===== src/rtl/chain_walker_pkg.sv =====
package chain_walker_pkg;
  localparam int unsigned PTR_W  = 24;
  localparam int unsigned WORD_W = 32;
  localparam int unsigned LEN_W  = 8;
  localparam logic [WORD_W-1:0] LIST_MODE = 32'h0100_0401;

  typedef enum logic [2:0] {
    S_IDLE, S_CHECK, S_HDR, S_PRD, S_PWR, S_TAIL
  } walk_state_e;

  typedef enum logic [1:0] {
    STOP_END  = 2'd0,
    STOP_LOOP = 2'd1,
    STOP_CAP  = 2'd2
  } stop_cause_e;

  // Node address: pointer folded into the word-aligned window.
  function automatic logic [PTR_W-1:0] fold_addr(input logic [PTR_W-1:0] p,
                                                 input logic [PTR_W-1:0] mask);
    return p & mask;
  endfunction

  // Next payload word address, wrapping inside the window.
  function automatic logic [PTR_W-1:0] step_addr(input logic [PTR_W-1:0] a,
                                                 input logic [PTR_W-1:0] mask);
    return (a + PTR_W'(4)) & mask;
  endfunction

  // Running consumption: payload words plus one header word.
  function automatic logic [WORD_W-1:0] add_node(input logic [WORD_W-1:0] acc,
                                                 input logic [LEN_W-1:0] n);
    return acc + WORD_W'(n) + WORD_W'(1);
  endfunction
endpackage


===== src/rtl/chain_loop_guard.sv =====
module chain_loop_guard #(
  parameter int unsigned W = 24
) (
  input  logic         clk,
  input  logic         rst_n,
  input  logic         clear_i,
  input  logic         commit_i,
  input  logic [W-1:0] probe_i,
  output logic         hit_o
);
  localparam logic [W-1:0] UNSEEN = '1;
  localparam int unsigned  N_MARK = 2;

  logic [W-1:0] last_q;
  logic [W-1:0] mark_q [N_MARK];
  logic [N_MARK-1:0] eq;
  logic below;

  assign below = probe_i < last_q;

  // One comparator and one storage register per mark.
  // Mark 0 is the low mark and takes addresses below the last one;
  // mark 1 is the high mark and takes the others.
  for (genvar g = 0; g < N_MARK; g++) begin : g_mark
    assign eq[g] = (probe_i == mark_q[g]);
    always_ff @(posedge clk or negedge rst_n) begin
      if (!rst_n)       mark_q[g] <= UNSEEN;
      else if (clear_i) mark_q[g] <= UNSEEN;
      else if (commit_i && (below == (g == 0))) mark_q[g] <= probe_i;
    end
  end

  assign hit_o = |eq;

  always_ff @(posedge clk or negedge rst_n) begin
    if (!rst_n)        last_q <= UNSEEN;
    else if (clear_i)  last_q <= UNSEEN;
    else if (commit_i) last_q <= probe_i;
  end
endmodule


===== src/rtl/chain_node_limit.sv =====
module chain_node_limit #(
  parameter int unsigned LIMIT = 2000000
) (
  input  logic clk,
  input  logic rst_n,
  input  logic clear_i,
  input  logic bump_i,
  output logic full_o
);
  localparam int unsigned CW = $clog2(LIMIT + 1);
  localparam logic [CW-1:0] TOP = CW'(LIMIT);

  logic [CW-1:0] cnt_q;

  assign full_o = (cnt_q == TOP);

  always_ff @(posedge clk or negedge rst_n) begin
    if (!rst_n)                  cnt_q <= '0;
    else if (clear_i)            cnt_q <= '0;
    else if (bump_i && !full_o)  cnt_q <= cnt_q + CW'(1);
  end
endmodule


===== src/rtl/chain_walker.sv =====
module chain_walker
  import chain_walker_pkg::*;
#(
  parameter int unsigned       MAX_NODES   = 2000000,
  parameter logic [PTR_W-1:0]  WINDOW_MASK = 24'h1F_FFFC,
  parameter int unsigned       END_BIT     = 23
) (
  input  logic              clk,
  input  logic              rst_n,
  input  logic              start_i,
  input  logic [WORD_W-1:0] ctrl_i,
  input  logic [PTR_W-1:0]  start_addr_i,
  output logic              mem_req_o,
  output logic [PTR_W-1:0]  mem_addr_o,
  input  logic              mem_ack_i,
  input  logic [WORD_W-1:0] mem_rdata_i,
  output logic              per_valid_o,
  output logic [WORD_W-1:0] per_data_o,
  input  logic              per_ready_i,
  output logic              busy_o,
  output logic              done_o,
  output logic [WORD_W-1:0] words_o,
  output logic [PTR_W-1:0]  final_ptr_o,
  output logic [1:0]        cause_o
);
  localparam int unsigned LEN_LSB = WORD_W - LEN_W;

  walk_state_e state_q;
  logic [PTR_W-1:0]  cur_ptr_q, nxt_ptr_q, addr_q;
  logic [WORD_W-1:0] data_q, acc_q;
  logic [LEN_W-1:0]  left_q;

  // Named internal events, observed by the checker.
  logic start_ok, node_commit, loop_hit, cap_full;
  logic stop_loop, stop_cap, stop_end, finish;
  logic [PTR_W-1:0] node_a, fin_ptr;
  stop_cause_e      fin_cause;
  logic [LEN_W-1:0] hdr_len;

  assign node_a  = fold_addr(cur_ptr_q, WINDOW_MASK);
  assign hdr_len = mem_rdata_i[WORD_W-1:LEN_LSB];

  assign start_ok    = (state_q == S_IDLE) && start_i && (ctrl_i == LIST_MODE);
  assign stop_cap    = (state_q == S_CHECK) && cap_full;
  assign stop_loop   = (state_q == S_CHECK) && !cap_full && loop_hit;
  assign node_commit = (state_q == S_CHECK) && !cap_full && !loop_hit;
  assign stop_end    = (state_q == S_TAIL) && nxt_ptr_q[END_BIT];
  assign finish      = stop_cap || stop_loop || stop_end;

  always_comb begin
    fin_ptr   = cur_ptr_q;
    fin_cause = STOP_END;
    if (stop_cap)       fin_cause = STOP_CAP;
    else if (stop_loop) fin_cause = STOP_LOOP;
    else if (stop_end)  fin_ptr   = nxt_ptr_q;
  end

  chain_loop_guard #(.W(PTR_W)) u_guard (
    .clk      (clk),
    .rst_n    (rst_n),
    .clear_i  (start_ok),
    .commit_i (node_commit),
    .probe_i  (node_a),
    .hit_o    (loop_hit)
  );

  chain_node_limit #(.LIMIT(MAX_NODES)) u_limit (
    .clk     (clk),
    .rst_n   (rst_n),
    .clear_i (start_ok),
    .bump_i  (node_commit),
    .full_o  (cap_full)
  );

  always_ff @(posedge clk or negedge rst_n) begin
    if (!rst_n) begin
      state_q     <= S_IDLE;
      cur_ptr_q   <= '0;
      nxt_ptr_q   <= '0;
      addr_q      <= '0;
      data_q      <= '0;
      acc_q       <= '0;
      left_q      <= '0;
      busy_o      <= 1'b0;
      done_o      <= 1'b0;
      words_o     <= '0;
      final_ptr_o <= '0;
      cause_o     <= '0;
    end else begin
      done_o <= 1'b0;
      if (finish) begin
        state_q     <= S_IDLE;
        busy_o      <= 1'b0;
        done_o      <= 1'b1;
        words_o     <= acc_q;
        final_ptr_o <= fin_ptr;
        cause_o     <= fin_cause;
      end else begin
        unique case (state_q)
          S_IDLE: if (start_ok) begin
            cur_ptr_q <= start_addr_i;
            acc_q     <= WORD_W'(1);
            busy_o    <= 1'b1;
            state_q   <= S_CHECK;
          end
          S_CHECK: begin
            addr_q  <= node_a;
            state_q <= S_HDR;
          end
          S_HDR: if (mem_ack_i) begin
            acc_q     <= add_node(acc_q, hdr_len);
            nxt_ptr_q <= mem_rdata_i[PTR_W-1:0];
            left_q    <= hdr_len;
            if (hdr_len == '0) state_q <= S_TAIL;
            else begin
              addr_q  <= step_addr(addr_q, WINDOW_MASK);
              state_q <= S_PRD;
            end
          end
          S_PRD: if (mem_ack_i) begin
            data_q  <= mem_rdata_i;
            state_q <= S_PWR;
          end
          S_PWR: if (per_ready_i) begin
            left_q <= left_q - LEN_W'(1);
            if (left_q == LEN_W'(1)) state_q <= S_TAIL;
            else begin
              addr_q  <= step_addr(addr_q, WINDOW_MASK);
              state_q <= S_PRD;
            end
          end
          S_TAIL: begin
            cur_ptr_q <= nxt_ptr_q;
            state_q   <= S_CHECK;
          end
          default: state_q <= S_IDLE;
        endcase
      end
    end
  end

  assign mem_req_o   = (state_q == S_HDR) || (state_q == S_PRD);
  assign mem_addr_o  = addr_q;
  assign per_valid_o = (state_q == S_PWR);
  assign per_data_o  = data_q;
endmodule


===== config.mk =====
export PLATFORM = sky130hd
export DESIGN_NAME = chain_walker
export DESIGN_NICKNAME = d
export VERILOG_FILES = /design/src/rtl/chain_walker_pkg.sv /design/src/rtl/chain_loop_guard.sv /design/src/rtl/chain_node_limit.sv /design/src/rtl/chain_walker.sv
export SDC_FILE = /design/constraint.sdc
export NUM_CORES = 1
export LEC_CHECK = 0
export ABC_AREA = 1
export ABC_CLOCK_PERIOD_IN_PS = 2950
export BUFFER_PORTS_ARGS = -buffer_cell sky130_fd_sc_hd__buf_2
export CORE_ASPECT_RATIO = 0.75
export CORE_UTILIZATION = 45
export CTS_CLUSTER_DIAMETER = 150
export DETAILED_ROUTE_END_ITERATION = 16
export GPL_ROUTABILITY_DRIVEN = 0
export PLACE_DENSITY = 0.68
export RECOVER_POWER = 50
export SETUP_SLACK_MARGIN = 0.3
export SYNTH_ARGS = -nofsm -noshare
export SYNTH_HDL_FRONTEND = slang
export SYNTH_SLANG_ARGS = --single-unit
export TNS_END_PERCENT = 20

===== constraint.sdc =====
create_clock -name clk -period 2.95 [get_ports clk]
set_input_delay 0.7375 -clock clk [delete_from_list [all_inputs] [get_ports clk]]
set_output_delay 0.7375 -clock clk [all_outputs]
set_load 0.005 [all_outputs]

## Word-level counts from Yosys, hierarchy flattened

Cells that the tools add are included.

| cells by class | value |
|---|---|
| $add $sub $neg | 5 |
| magnitude comparators | 1 |
| equal/unequal tests | 19 |
| muxes and demuxes | 38 |
| bitwise operators | 2 |
| reduce and logical (&&, ||, !) cells | 36 |

Operators by type and width:

| operator | count |
|---|---|
| $mux W24 | 14 |
| $pmux W24 S3 | 1 |
| $mux W32 | 2 |
| $pmux W32 S2 | 1 |
| $eq A21 B24 Y1 | 2 |
| $pmux W24 S2 | 1 |
| $mux W21 | 2 |
| $add A32 B1 Y32 const B | 1 |
| $add A32 B8 Y32 | 1 |
| $eq A32 B25 Y1 const B | 1 |
| $lt A21 B24 Y1 | 1 |
| $add A21 B1 Y21 const B | 1 |
| $add A21 B3 Y21 const B | 1 |
| $eq A21 B21 Y1 const B | 1 |
| $mux W3 | 7 |
| $pmux W3 S6 | 1 |
| $reduce_bool A2 Y1 | 9 |
| $mux W8 | 2 |
| $pmux W8 S2 | 1 |
| $reduce_and A4 Y1 | 3 |
| $logic_and A1 B1 Y1 | 10 |
| $ne A3 B3 Y1 const B | 3 |
| $reduce_and A3 Y1 | 3 |
| $eq A8 B1 Y1 const B | 1 |
| other kinds (18) | 31 |

| word-level totals | value |
|---|---|
| register bits after elaboration | 300 |
| output and inout bits | 118 |
| logic and storage cells | 117 |

## Depth between registers and ports, before layout

Gate-level depths: netlist of the first run.

| logic depth | value |
|---|---|
| word-level depth | 8 |
| mapped depth | 15 |

## Modules after synthesis

A second synthesis of the first run with hierarchy kept.

| second synthesis, totals | value |
|---|---|
| cell total of the unflattened synthesis | 2110 |
| area total of the unflattened synthesis | 16479.6 um^2 |

Modules (own cells, without submodules):

| module | times used | cells an instance | area an instance (um^2) | seq. area each (um^2) |
|---|---|---|---|---|
| chain_walker | 1 | 1378 | 10473.8 | 5054.8 |
| chain_loop_guard | 1 | 510 | 4494.3 | 1891.8 |
| chain_node_limit | 1 | 222 | 1511.4 | 525.5 |

## Worst setup path before layout of the first run

OpenSTA, ideal clock, no wires.

| timing path | value |
|---|---|
| path type | input port to flip-flop |
| from | input mem_rdata_i[24] |
| to | register acc_q[24] |
| setup time | 0.117 ns |
| data arrival time | 2.429 ns |
| required time | 2.833 ns |
| setup slack | 0.404 ns |
| stages on the path | 13 |
| buffers on the path | 0 |
| path through | inv_1 ha_1 fa_1 nor2_1 nor2_1 o21bai_1 nand2_1 nand3_1 nand2_1 xor2_1 nor2_1 nand2_1 nand2_1 |

| on the way | value |
|---|---|
| longest elaborated chain between the ends | 4 |

RTL lines:

| what | line | text |
|---|---|---|
| start, declared | chain_walker.sv:16 | `input logic [WORD_W-1:0] mem_rdata_i,` |
| $add A32 B8 Y32 | chain_walker_pkg.sv:32 | `return acc + WORD_W'(n) + WORD_W'(1);` |
| $add A32 B1 Y32 | chain_walker_pkg.sv:32 |  |
| $mux W32 | chain_walker.sv:110 | `S_HDR: if (mem_ack_i) begin` |
| $pmux W32 S2 | chain_walker.sv:99 | `unique case (state_q)` |
| end signal, assigned | chain_walker.sv:111 | `acc_q <= add_node(acc_q, hdr_len);` |
| end, declared | chain_walker.sv:30 | `logic [WORD_W-1:0] data_q, acc_q;` |

No other way between the ends. The select of a mux whose other input is x is not followed.
A chain may end at the register's enable or synchronous reset.

## Final worst setup path of the first run

| timing path | value |
|---|---|
| from | register state_q[0] |
| to | register addr_q[15], in the netlist mem_addr_o[15] |

| on the way | value |
|---|---|
| longest elaborated chain between the ends | 7 |

RTL lines:

| what | line | text |
|---|---|---|
| start, declared | chain_walker.sv:28 | `walk_state_e state_q;` |
| start signal, assigned | chain_walker.sv:77 | `state_q <= S_IDLE;` |
| start signal, assigned | chain_walker.sv:92 | `state_q <= S_IDLE;` |
| start signal, assigned | chain_walker.sv:104 | `state_q <= S_CHECK;` |
| $eq A3 B1 Y1 | chain_walker.sv:44, chain_walker.sv:45, chain_walker.sv:99 |  |
| $logic_and A1 B1 Y1 (2 in a row) | chain_walker.sv:45 | `assign stop_loop = (state_q == S_CHECK) && !cap_full && loop_hit;` |
| $logic_or A1 B1 Y1 (2 in a row) | chain_walker.sv:48 | `assign finish = stop_cap \|\| stop_loop \|\| stop_end;` |
| $not A1 Y1 (no source line) | - |  |
| $reduce_and A6 Y1 (no source line) | - |  |
| end signal, assigned | chain_walker.sv:107 | `addr_q <= node_a;` |
| end signal, assigned | chain_walker.sv:116 | `addr_q <= step_addr(addr_q, WINDOW_MASK);` |
| end signal, assigned | chain_walker.sv:128 | `addr_q <= step_addr(addr_q, WINDOW_MASK);` |
| end, declared | chain_walker.sv:29 | `logic [PTR_W-1:0] cur_ptr_q, nxt_ptr_q, addr_q;` |

Parallel ways exist; a longest one is shown, timed or not.

==> impl_summary.log, run 1 <==
[metrics] post-synthesis share of cell area spent on and, or, nand and nor gates: 0.328
[metrics] core footprint: 34000 sq um
[metrics] number of hold violations in the final report: 0
[metrics] CP startpoint: state_q[0]$_DFFE_PN0P_
[metrics] sum of internal, switching and leakage power: 18.2 mW
[metrics] critical path data required time: 3440 ps
[metrics] maximum ir drop on the vdd rail: between 0.5 and 0.6 mV
[metrics] final setup vio count: 0
[metrics] routed wire length per instance: roughly 17 um
[metrics] count of buffers inserted at the top-level ports: around 210
[metrics] clock-pin slew reported for the worst setup and hold paths after clock tree synthesis: 70 ps
[metrics] H-tree levels: 1
[metrics] Root Buffer: sky130_fd_sc_hd__clkbuf_16
[metrics] detailed-route vias per instance: 5.45
[metrics] final-report max-slew violation count: 39
[metrics] count of unique library cells instantiated by Yosys: 42
[metrics] Reg2Reg Capture Point: mem_addr_o[15]$_DFFE_PN0P_
[metrics] highest achievable clock rate: 397 MHz
[metrics] post-synthesis cell count: 2140
[metrics] share of cell area taken by muxes after synthesis: 0.0164
[metrics] Chip Width: approximately 220 um
[metrics] Reg2Reg Depth: 11
[metrics] Yosys warning count: 0
[metrics] endpoint class of the critical path: register
[metrics] data arrival time of the critical path: 3020 ps
[metrics] Seq cells post-synth: 283
[metrics] portion of the clock cycle consumed by the worst path in the final layout: 0.855
[metrics] synthesis-to-finish area growth: 16.2%
[metrics] global route total overflow: 0
[metrics] shortest clock period the worst path allows after layout: ~2500 ps
[metrics] portion of synthesized cell area occupied by the leading cell type: 0.354
[metrics] area of all sequential standard cells: 7160 sq um
[metrics] Worst setup SP type: register
[metrics] number of ports placed on the die boundary: around 210
[metrics] number of nets in the layout: about 2500
[metrics] Syn Area/Cell: 7.37 sq um
[metrics] main combinational cell family by area after synthesis: simple AND/OR/NAND/NOR gates
[metrics] setup repair after global routing missed its margin: true
[metrics] leakage component of the power: 9.44 nW
[metrics] class of the tightest hold or removal check: input port to register
[metrics] critical register-to-register path startpoint: state_q[0]$_DFFE_PN0P_
[metrics] EDFF count, synth: 0
[metrics] fraction of synthesized cell area in xor and xnor cells: 0.0189
[metrics] Core Rows: 58
[metrics] biggest area contributors in the synthesized netlist: sky130_fd_sc_hd__dfrtp_1, sky130_fd_sc_hd__nand2_1, sky130_fd_sc_hd__dfstp_2
[metrics] Detailed Route Iter0 Violations: 1633
[metrics] length of the first detailed-routing pass in iterations: 6
[metrics] TNS Setup: 0 ps
[metrics] Post-Synth Adder-Cell Area: 0.0267
[metrics] fillers: 3305
[metrics] buffer levels on the longest clock path: 3
[metrics] Yosys top cell by area: sky130_fd_sc_hd__dfrtp_1
[metrics] number of remaining DRC errors: 0
[metrics] netlist area before placement: 15800 sq um
[metrics] violations in the final reports: max-capacitance violations, max-slew violations
[metrics] reported max-cap violation count: 1
[metrics] most repeated cell in the gate-level netlist after synthesis: sky130_fd_sc_hd__nand2_1
[metrics] TritonCTS clock tree: yes
[metrics] routed wire length: a little under 50 mm
[metrics] antenna cell count: 0
[metrics] initial antenna violation count: 1
[metrics] worst hold path endpoint: nxt_ptr_q[12]$_DFFE_PN0P_
[metrics] slack of the worst reg-to-reg path: 430 ps
[metrics] global-route wire length before repair: 76.7 mm
[metrics] placed wire-length estimate after detailed placement: 35.5 mm
[metrics] outcome: finished, violations left
[metrics] actual slew at the worst max-slew pin: 2130 ps
[metrics] overall global routing resource usage: 0.272
[metrics] initial standard-cell utilization of the core: 0.463
[metrics] async set-or-reset flop fraction in the synthesized netlist: 1.00
[metrics] share of the synthesized area in compound gates (AO/OA/AOI/OAI): 0.0779
[metrics] Primary FF master, synth: sky130_fd_sc_hd__dfrtp_1
[metrics] vias after detailed routing: approximately 15000
[metrics] number of buffers inserted during clock tree synthesis: 29
[metrics] sink count of the clock tree: 283
[metrics] power density normalized to cell area: 995 nW/um^2
[metrics] remaining antenna violation count: 0
[metrics] Seq/Total Area, Yosys: 0.454
[metrics] die outline area: approximately 36000 sq um
[metrics] clock insertion delay at the later pin of the skew report: 570 ps
[metrics] top cells by instance count after synthesis: sky130_fd_sc_hd__nand2_1, sky130_fd_sc_hd__dfrtp_1, sky130_fd_sc_hd__inv_1, sky130_fd_sc_hd__o21ai_0, sky130_fd_sc_hd__nor2_1
[metrics] area of the multi-input gates: 7440 sq um
[metrics] beginning of the worst hold path: mem_rdata_i[12]
[metrics] crit path kind: register to register
[metrics] Max FO, Critical Path: 26
[metrics] Worst Hold Depth: 3
[metrics] via count of the first global-routing pass: roughly 14000
[metrics] final setup skew: 17.4 ps
[metrics] Die Ht: 164 um
[metrics] pin count of the biggest net entering global routing: 91
[metrics] Max-slew headroom: -0.419
[metrics] ratio of cells with drive above 1 in the final layout: 0.162
-- power breakdown --
group | leakage [nW] | switching, mW | internal (mW)
Combinational | 5.45 | 5.19 | 2.69
Clock | 0.467 | 1.60 | 2.17
Sequential | 3.52 | 1.13 | 5.46
-- sequential cells by signal, indices dropped and copies added, names as in the netlist --
signal          flops
done_o              1
state_q             3
nxt_ptr_q          24
words_o            32
left_q              8
cause_o             2
u_guard.mark_q     40
acc_q              32
final_ptr_o        24
u_limit.cnt_q      21
u_guard.last_q     20
busy_o              1
cur_ptr_q          24
mem_addr_o         19
per_data_o         32
-- cell type report --
| type | instances | share of cell area |
|---|---|---|
| well taps | 450 | 0.0307 |
| flip-flops and latches | 283 | 0.391 |
| inverters | 210 | 0.0430 |
| multi-input cells | 1564 | 0.406 |
| repair buffers | 251 | 0.0764 |
| clock inverters | 13 | 0.00690 |
| clock buffers | 39 | 0.0460 |
-- layout by cell type, fill, tap and decap left out, types with 4 or more instances in the layout --
| cell type | netlist | layout |
|---|---|---|
| sky130_fd_sc_hd__nand3_1 | 108 | 107 |
| sky130_fd_sc_hd__nor2_4 | 3 | 5 |
| sky130_fd_sc_hd__nor3_1 | 25 | 25 |
| sky130_fd_sc_hd__clkbuf_16 | 0 | 29 |
| sky130_fd_sc_hd__nor4_1 | 21 | 21 |
| sky130_fd_sc_hd__o21bai_1 | 8 | 8 |
| sky130_fd_sc_hd__clkbuf_8 | 0 | 8 |
| sky130_fd_sc_hd__ha_1 | 32 | 32 |
| sky130_fd_sc_hd__buf_2 | 41 | 175 |
| sky130_fd_sc_hd__inv_2 | 8 | 8 |
| sky130_fd_sc_hd__buf_4 | 15 | 39 |
| sky130_fd_sc_hd__xnor2_1 | 13 | 13 |
| sky130_fd_sc_hd__inv_1 | 201 | 201 |
| sky130_fd_sc_hd__xor2_1 | 21 | 21 |
| sky130_fd_sc_hd__clkinv_2 | 0 | 5 |
| sky130_fd_sc_hd__dfstp_2 | 60 | 60 |
| sky130_fd_sc_hd__nand2_1 | 813 | 811 |
| sky130_fd_sc_hd__buf_12 | 0 | 4 |
| sky130_fd_sc_hd__dfrtp_1 | 223 | 221 |
| sky130_fd_sc_hd__nand3b_1 | 10 | 10 |
| sky130_fd_sc_hd__o21ai_0 | 191 | 190 |
| sky130_fd_sc_hd__clkbuf_1 | 30 | 31 |
| sky130_fd_sc_hd__a21oi_1 | 25 | 24 |
| sky130_fd_sc_hd__mux2_2 | 23 | 23 |
| sky130_fd_sc_hd__nand4_1 | 89 | 89 |
| sky130_fd_sc_hd__conb_1 | 1 | 5 |
| sky130_fd_sc_hd__nor2_1 | 148 | 147 |
| sky130_fd_sc_hd__clkinvlp_4 | 0 | 5 |
-- layer usage --
layer	global-route usage	wire length, um	share of wire
met5	0	11	0.00022
met2	0.384	20000	0.41
met1	0.420	22700	0.46
met3	0.0567	5040	0.10
met4	0.0626	1160	0.024
-- kinds of logic after synthesis --
| kind of cell | count (synthesis) |
|---|---|
| AOI/OAI and AO/OA | 237 |
| xor gates and xnor gates | 34 |
| adders and majority gates | 33 |
| buffers and inverters | 298 |
| DFF | 283 |
| muxes | 23 |
| other | 1 |
| and+or+nand+nor | 1231 |
-- worst max path at each step --
stage               cells past startpoint                    endpoint  slack, ps
finish                                 11  mem_addr_o[15]$_DFFE_PN0P_        430
global route                            1   cur_ptr_q[13]$_DFFE_PN0P_        150
CTS                                    13        acc_q[6]$_DFFE_PN0P_        310
detailed placement                     15       acc_q[28]$_DFFE_PN0P_         60
global placement                       15       acc_q[16]$_DFFE_PN0P_        150
floorplan                              13       acc_q[24]$_DFFE_PN0P_        400
-- worst max-delay path, cell delays in order (launching register included) --
cell and delay, ps:
sky130_fd_sc_hd__dfrtp_1 430, sky130_fd_sc_hd__inv_2 100, sky130_fd_sc_hd__nand2_2 80, sky130_fd_sc_hd__nor2_4 220
sky130_fd_sc_hd__nand3_1 110, sky130_fd_sc_hd__nor2_1 160, sky130_fd_sc_hd__nand3b_2 200, sky130_fd_sc_hd__buf_4 320
sky130_fd_sc_hd__a21oi_2 260, sky130_fd_sc_hd__buf_4 300, sky130_fd_sc_hd__nand4_1 160, sky130_fd_sc_hd__nand2_1 90
-- stage by stage --
step | util | hold WS [ps] | instances | setup slack [ps] | cell area [sq um]
after floorplan | - | 440 | 2144 | 404 | 15800
after global placement | 0.509 | 449 | 2754 | 148 | 17300
after detailed placement | 0.509 | 452 | 2754 | 62.9 | 17300
after CTS | 0.538 | 59.5 | 2806 | 309 | 18300
after global routing | 0.538 | 410 | 2810 | 154 | 18300
final | 0.538 | 420 | 2810 | 428 | 18300
-- timing repair --
item / 4_1_cts / 5_1_grt
cloned: 0 / 1
setup endpoints to repair: 31 / 136
hold buffers: 0 / 0
setup buffers: 0 / 3
pin swaps: 0 / 2
resized for setup: 1 / 7
Power figures use the tool's default switching activity.
==> run 2: changes to the inputs <==
CELL_PAD_IN_SITES_DETAIL_PLACEMENT = 0   (was unset)
CELL_PAD_IN_SITES_GLOBAL_PLACEMENT = 1   (was unset)
CORE_UTILIZATION = 43   (was 45)
PLACE_DENSITY = 0.84   (was 0.68)
==> run 2 against run 1 <==
The run still ends with max-capacitance violations, max-slew violations left; routed wire length increased by 6.5%; register-to-register slack worse by 120 ps; critical path depth fell by 4; total power up 2.9%; combinational power up 6.9%; sequential share of layout area fell by 0.56 points; largest power group unchanged.
==> impl_summary.log, run 2 (synthesis results as in run 1) <==
[metrics] number of remaining DRC errors: 0 (unchanged)
[metrics] violations in the final reports: max-capacitance violations, max-slew violations
[metrics] number of nets in the layout: 2488 (+0.93%)
[metrics] critical register-to-register path startpoint: state_q[2]$_DFFE_PN0P_
[metrics] setup repair after global routing missed its margin: true
[metrics] data arrival time of the critical path: 3130 ps (+110 ps)
[metrics] Root Buffer: sky130_fd_sc_hd__clkbuf_16
[metrics] remaining antenna violation count: 0 (unchanged)
[metrics] placed wire-length estimate after detailed placement: 37.0 mm (+4.3%)
[metrics] critical path data required time: 3440 ps (about the same)
[metrics] die outline area: 37400 sq um (+4.6%)
[metrics] core footprint: 36000 sq um (+5.7%)
[metrics] CP startpoint: state_q[2]$_DFFE_PN0P_
[metrics] final setup skew: 18.5 ps (+1.10 ps)
[metrics] vias after detailed routing: 15300 (-0.013%)
[metrics] portion of the clock cycle consumed by the worst path in the final layout: 0.896 (+0.0413)
[metrics] highest achievable clock rate: 378 MHz (-4.6%)
[metrics] initial standard-cell utilization of the core: 0.438 (-0.0248)
[metrics] routed wire length: 52.1 mm (+6.5%)
[metrics] crit path kind: register to register
[metrics] count of buffers inserted at the top-level ports: 205 (unchanged)
[metrics] Chip Width: 223 um (+2.3%)
[metrics] leakage component of the power: 9.67 nW (+2.4%)
[metrics] initial antenna violation count: 1 (unchanged)
[metrics] register with the most flip-flops: u_guard.mark_q
[metrics] actual slew at the worst max-slew pin: 2060 ps (-69.6 ps)
[metrics] shortest clock period the worst path allows after layout: 2640 ps (+122 ps)
[metrics] routed wire length per instance: 18.3 um (+5.0%)
[metrics] fillers: 3567 (+7.9%)
[metrics] commonest cells after routing, fill and taps aside: sky130_fd_sc_hd__nand2_1, sky130_fd_sc_hd__dfrtp_1, sky130_fd_sc_hd__inv_1, sky130_fd_sc_hd__buf_2, sky130_fd_sc_hd__o21ai_0
[metrics] detailed-route vias per instance: 5.38 (-1.4%)
[metrics] Detailed Route Iter0 Violations: 1458 (-11%)
[metrics] hold_ws: 50.6 ps (-370 ps)
[metrics] power density normalized to cell area: 1010 nW/um^2 (+1.4%)
[metrics] ratio of cells with drive above 1 in the final layout: 0.177 (+0.0151)
[metrics] Max FO, Critical Path: 48 (+85%)
[metrics] H-tree levels: 1 (unchanged)
[metrics] global-route wire length before repair: 82.1 mm (+7.1%)
[metrics] Die Ht: 168 um (+2.3%)
[metrics] most common cell after layout, fill and taps aside: sky130_fd_sc_hd__nand2_1
[metrics] number of flip-flops under the largest register name: 40 (unchanged)
[metrics] Max-slew headroom: -0.372 (+0.0464)
[metrics] final setup vio count: 0 (unchanged)
[metrics] Core Rows: 60 (+3.4%)
[metrics] class of the tightest hold or removal check: input port to asynchronous set/reset pin
[metrics] CTS Hold Buffers Added: 0 (unchanged)
[metrics] endpoint class of the critical path: register
[metrics] length of the first detailed-routing pass in iterations: 5 (-1)
[metrics] overall global routing resource usage: 0.277 (+0.00567)
[metrics] final-report max-slew violation count: 155 (+300%)
[metrics] clock-pin slew reported for the worst setup and hold paths after clock tree synthesis: 60 ps (about the same)
[metrics] reported max-cap violation count: 2 (+1)
[metrics] post-layout util: 0.517 (-0.0216)
[metrics] Final Non-Filler Cells: 2850 (+1.4%)
[metrics] number of ports placed on the die boundary: 211 (unchanged)
[metrics] Worst setup SP type: register
[metrics] outcome: finished, violations left
[metrics] buffer levels on the longest clock path: 3 (unchanged)
[metrics] TritonCTS clock tree: yes
[metrics] maximum ir drop on the vdd rail: 0.623 mV (+5.3%)
[metrics] sink count of the clock tree: 283 (unchanged)
[metrics] TNS Setup: 0 ps (unchanged)
[metrics] synthesis-to-finish area growth: 17.8%
[metrics] via count of the first global-routing pass: 14500 (+4.1%)
[metrics] clock insertion delay at the later pin of the skew report: 590 ps (+20 ps)
[metrics] pin count of the biggest net entering global routing: 81 (-11%)
[metrics] number of buffers inserted during clock tree synthesis: 30 (+3.4%)
[metrics] number of hold violations in the final report: 0 (unchanged)
[metrics] # placed instances: 2788 (+1.2%)
[metrics] global route total overflow: 0 (unchanged)
[run 2: critical path, stage by stage (launching register included)]
cell and delay [ps]:
sky130_fd_sc_hd__dfrtp_1 460, sky130_fd_sc_hd__nor3_1 200, sky130_fd_sc_hd__clkbuf_1 450, sky130_fd_sc_hd__inv_2 130, sky130_fd_sc_hd__nor2_4 130, sky130_fd_sc_hd__clkbuf_2 740, sky130_fd_sc_hd__nand2_1 250, sky130_fd_sc_hd__o21ai_0 140
[run 2: per-stage QoR]
step	instance area [sq um]	power [mW]	worst slack [ps]
after floorplan	15800	11.4	404
after global placement	17500	14.5	146
after detailed placement	17500	14.7	96.5
after CTS	18600	18.6	197
after global routing	18600	20.1	138
final	18600	18.8	306
[run 2: final cells by class]
type | count | area (sq um) | area share
clock inverter | 13 | 129 | 0.00694
clock buffer | 41 | 852 | 0.0459
multi-input combinational | 1565 | 7440 | 0.401
antenna | 1 | 2.50 | 0.000135
timing repair buffer | 272 | 1620 | 0.0874
inverter | 210 | 788 | 0.0424
tap | 465 | 582 | 0.0313
sequential | 283 | 7160 | 0.385
[run 2: timing repair]
action / CTS / global route
buffers inserted: 0 / 4
cloned: 2 / 1
hold endpoints to repair: 0 / 0
setup endpoints to repair: 86 / 141
pin swaps: 1 / 3
gates resized for setup: 1 / 5
[run 2: power breakdown]
part           total (mW)  internal (mW)  switching [mW]  leakage (nW)
clock                3.86           2.19            1.68         0.481
sequential           6.48           5.46            1.02          3.52
combinational        8.41           2.94            5.47          5.67
[run 2: final timing paths]
kind | depth (start not counted) | slack (ps) | end
worst max-delay path | 7 | 310 | nxt_ptr_q[10]$_DFFE_PN0P_
worst min-delay path | 1 | 50 | cur_ptr_q[9]$_DFFE_PN0P_
worst max register to register | 7 | 310 | nxt_ptr_q[10]$_DFFE_PN0P_
worst min register to register | 2 | 470 | u_guard.mark_q[46]$_DFFE_PN1P_
max in group asynchronous | 2 | 570 | per_data_o[19]$_DFFE_PN0P_
min in group clk | 3 | 370 | nxt_ptr_q[1]$_DFFE_PN0P_
[run 2: layer usage]
layer | GRT usage | share of wire
met5 | 0 | 0.00025
met4 | 0.0648 | 0.020
met3 | 0.0426 | 0.078
met2 | 0.413 | 0.43
met1 | 0.421 | 0.47
==> run 3: changes to the inputs <==
PLACE_DENSITY = unset   (was 0.84)
PLACE_DENSITY_LB_ADDON = 0.1   (was unset)
==> run 3 against run 2 <==
The run still ends with max-capacitance violations, max-slew violations left; combinational power decreased by 2%; die area stayed put; via count fell by 1.9%; count of clock-buffer cells in the layout up 3; worst setup slack better by 95 ps; clock skew fell by 8.8 ps; sequential power about the same; global-route usage is 0.51 points lower; first-iteration DRC count is 9.9% lower; clock power up 5.4%; core utilization fell by 0.077 points; total power rose by 0.47%; critical endpoint is now u_guard.mark_q[12]$_DFFE_PN1P_.
==> impl_summary.log, run 3 (synthesis results as in run 1) <==
[metrics] outcome: finished, violations left
[metrics] violations in the final reports: max-capacitance violations, max-slew violations
[metrics] final setup skew: 9.71 ps (-8.76 ps)
[metrics] portion of the clock cycle consumed by the worst path in the final layout: 0.864 (-0.0323)
[metrics] buffering stage count on the worst path with inverters included: 2 (-1)
[metrics] leakage component of the power: 9.63 nW (-0.41%)
[metrics] number of hold violations in the final report: 0 (unchanged)
[metrics] Worst Hold Depth: 3
[metrics] die outline area: 37400 sq um (unchanged)
[metrics] Die Ht: 168 um (unchanged)
[metrics] H-tree levels: 1 (unchanged)
[metrics] Chip Width: 223 um (unchanged)
[metrics] beginning of the worst hold path: mem_rdata_i[14]
[metrics] data arrival time of the critical path: 3050 ps (-80 ps)
[metrics] clock-pin slew reported for the worst setup and hold paths after clock tree synthesis: 60 ps (about the same)
[metrics] routed wire length: 50.9 mm (-2.3%)
[metrics] global route total overflow: 0 (unchanged)
[metrics] Reg2Reg Depth: 12 (+5)
[metrics] TritonCTS clock tree: yes
[metrics] detailed-route vias per instance: 5.29 (-1.6%)
[metrics] final setup vio count: 0 (unchanged)
[metrics] TNS Setup: 0 ps (unchanged)
[metrics] length of the first detailed-routing pass in iterations: 5 (unchanged)
[metrics] Max-slew headroom: -0.415 (-0.0424)
[metrics] highest achievable clock rate: 392 MHz (+3.7%)
[metrics] shortest clock period the worst path allows after layout: 2550 ps (-95.3 ps)
[metrics] crit path kind: register to register
[metrics] setup repair after global routing missed its margin: true
[metrics] routed wire length per instance: 17.9 um (-1.9%)
[metrics] total stage count of the critical path: 12 (+5)
[metrics] endpoint class of the critical path: register
[metrics] synthesis-to-finish area growth: 17.7%
[metrics] ratio of cells with drive above 1 in the final layout: 0.175 (-0.00220)
[metrics] buffer levels on the longest clock path: 3 (unchanged)
[metrics] commonest cells after routing, fill and taps aside: sky130_fd_sc_hd__nand2_1, sky130_fd_sc_hd__dfrtp_1, sky130_fd_sc_hd__inv_1, sky130_fd_sc_hd__buf_2, sky130_fd_sc_hd__o21ai_0
[metrics] actual slew at the worst max-slew pin: 2120 ps (+63.7 ps)
[metrics] category of cells accounting for the largest share of critical-path delay: simple AND/OR/NAND/NOR gates
[metrics] Worst setup SP type: register
[metrics] core footprint: 36000 sq um (unchanged)
[metrics] clock insertion delay at the later pin of the skew report: 580 ps (about the same)
[metrics] remaining antenna violation count: 0 (unchanged)
[metrics] class of the tightest hold or removal check: input port to register
[metrics] Max FO, Critical Path: 11 (-77%)
[metrics] slowest cell delay on critical path: 520 ps (-220 ps)
[metrics] power density normalized to cell area: 1020 nW/um^2 (+0.62%)
[metrics] Core Rows: 60 (unchanged)
[metrics] series of cell instances along the critical path: inv_1 > ha_1 > nand4_1 > nor2_1 > nand3_1 > a21oi_1 > nor2_1 > nand2_2 > nand2_1 > buf_4 > nand2_1 > nand2_1
[metrics] number of nets in the layout: 2477 (-0.44%)
[metrics] global-route wire length before repair: 80.3 mm (-2.3%)
[metrics] vias after detailed routing: 15000 (-1.9%)
[metrics] via count of the first global-routing pass: 13900 (-4.2%)
[metrics] reported max-cap violation count: 3 (+1)
[metrics] pin count of the biggest net entering global routing: 123 (+52%)
[metrics] initial antenna violation count: 1 (unchanged)
[metrics] CP max stage cell: sky130_fd_sc_hd__dfstp_2
[metrics] initial standard-cell utilization of the core: 0.438 (unchanged)
[metrics] hold_ws: 386 ps (+336 ps)
[metrics] CP most frequent cell: sky130_fd_sc_hd__nand2_1
[metrics] final-report max-slew violation count: 286 (+85%)
[metrics] register with the most flip-flops: u_guard.mark_q
[metrics] number of buffers inserted during clock tree synthesis: 30 (unchanged)
[metrics] overall global routing resource usage: 0.272 (-0.00507)
[metrics] number of remaining DRC errors: 0 (unchanged)
[metrics] maximum ir drop on the vdd rail: 0.599 mV (-3.9%)
[metrics] Root Buffer: sky130_fd_sc_hd__clkbuf_16
[metrics] CP startpoint: u_guard.last_q[17]$_DFFE_PN1P_
[metrics] most common cell after layout, fill and taps aside: sky130_fd_sc_hd__nand2_1
[metrics] critical path data required time: 3450 ps (about the same)
[metrics] antenna cell count: 0 (-1)
[metrics] count of buffers inserted at the top-level ports: 205 (unchanged)
[metrics] sink count of the clock tree: 283 (unchanged)
[metrics] number of ports placed on the die boundary: 211 (unchanged)
[metrics] placed wire-length estimate after detailed placement: 36.9 mm (-0.26%)
[metrics] number of flip-flops under the largest register name: 40 (unchanged)
[metrics] Detailed Route Iter0 Violations: 1314 (-9.9%)
[metrics] critical register-to-register path startpoint: u_guard.last_q[17]$_DFFE_PN1P_
==> run 3: cell count changes in the layout (fill, tap and decap cells not counted), moves of 2 or more <==
cell / change
sky130_fd_sc_hd__buf_4: -5
sky130_fd_sc_hd__clkbuf_2: -4
sky130_fd_sc_hd__clkbuf_8: +3
sky130_fd_sc_hd__clkinv_2: -3
sky130_fd_sc_hd__clkinv_4: +2
==> run 3: final timing paths <==
check / slack, ps / end
max in group asynchronous: 720 / words_o[1]$_DFFE_PN0P_
max: 400 / u_guard.mark_q[12]$_DFFE_PN1P_
min reg2reg: 470 / u_guard.mark_q[46]$_DFFE_PN1P_
min in group asynchronous: 750 / cur_ptr_q[10]$_DFFE_PN0P_
min: 390 / nxt_ptr_q[14]$_DFFE_PN0P_
max reg2reg: 400 / u_guard.mark_q[12]$_DFFE_PN1P_
==> run 3: cell type report <==
| class | instances | area, sq um |
|---|---|---|
| clock inverter | 11 | 144 |
| clock buffer | 44 | 915 |
| fill | 3599 | 17400 |
| tap | 465 | 582 |
| multi-input combinational | 1564 | 7450 |
| timing repair buffer | 262 | 1510 |
| sequential | 283 | 7160 |
| inverter | 210 | 790 |
==> run 3: timing repair <==
action / 4_1_cts / 5_1_grt
setup endpoints to repair: 4 / 87
resized for setup: 0 / 6
setup buffers: 0 / 2
hold buffers: 0 / 0
pin swaps: 0 / 2
gates cloned: 0 / 1
==> run 3: through the flow <==
| step | power, mW | cells | utilization | setup WS, ps | cell area, sq um |
|---|---|---|---|---|---|
| final | 18.8 | 2839 | 0.516 | 402 | 18600 |
| after floorplan | 11.4 | 2144 | - | 404 | 15800 |
| after global routing | 20.3 | 2839 | 0.516 | 262 | 18600 |
| after CTS | 18.7 | 2836 | 0.516 | 287 | 18500 |
| after global placement | 14.5 | 2781 | 0.486 | 113 | 17500 |
| after detailed placement | 14.6 | 2781 | 0.486 | 95.8 | 17500 |
==> run 3: per-layer routing <==
layer / track usage / up-vias / routed length [um]
met1: 0.443 / 7190 / 26300
li1: - / 7312 / -
met2: 0.381 / 482 / 20400
met4: 0.0408 / 0 / 646
met3: 0.0401 / 43 / 3540
met5: 0 / - / 0
==> run 3: power breakdown <==
group          internal (mW)  leakage, nW  switching, mW  total (mW)
registers               5.46         3.52           1.04        6.50
logic                   2.88         5.59           5.40        8.27
clock network           2.40        0.512           1.67        4.07
==> run 3: worst min-delay path: stages <==
cell and delay (ps):
sky130_fd_sc_hd__buf_2 90, sky130_fd_sc_hd__nand2_1 40, sky130_fd_sc_hd__o21ai_0 50
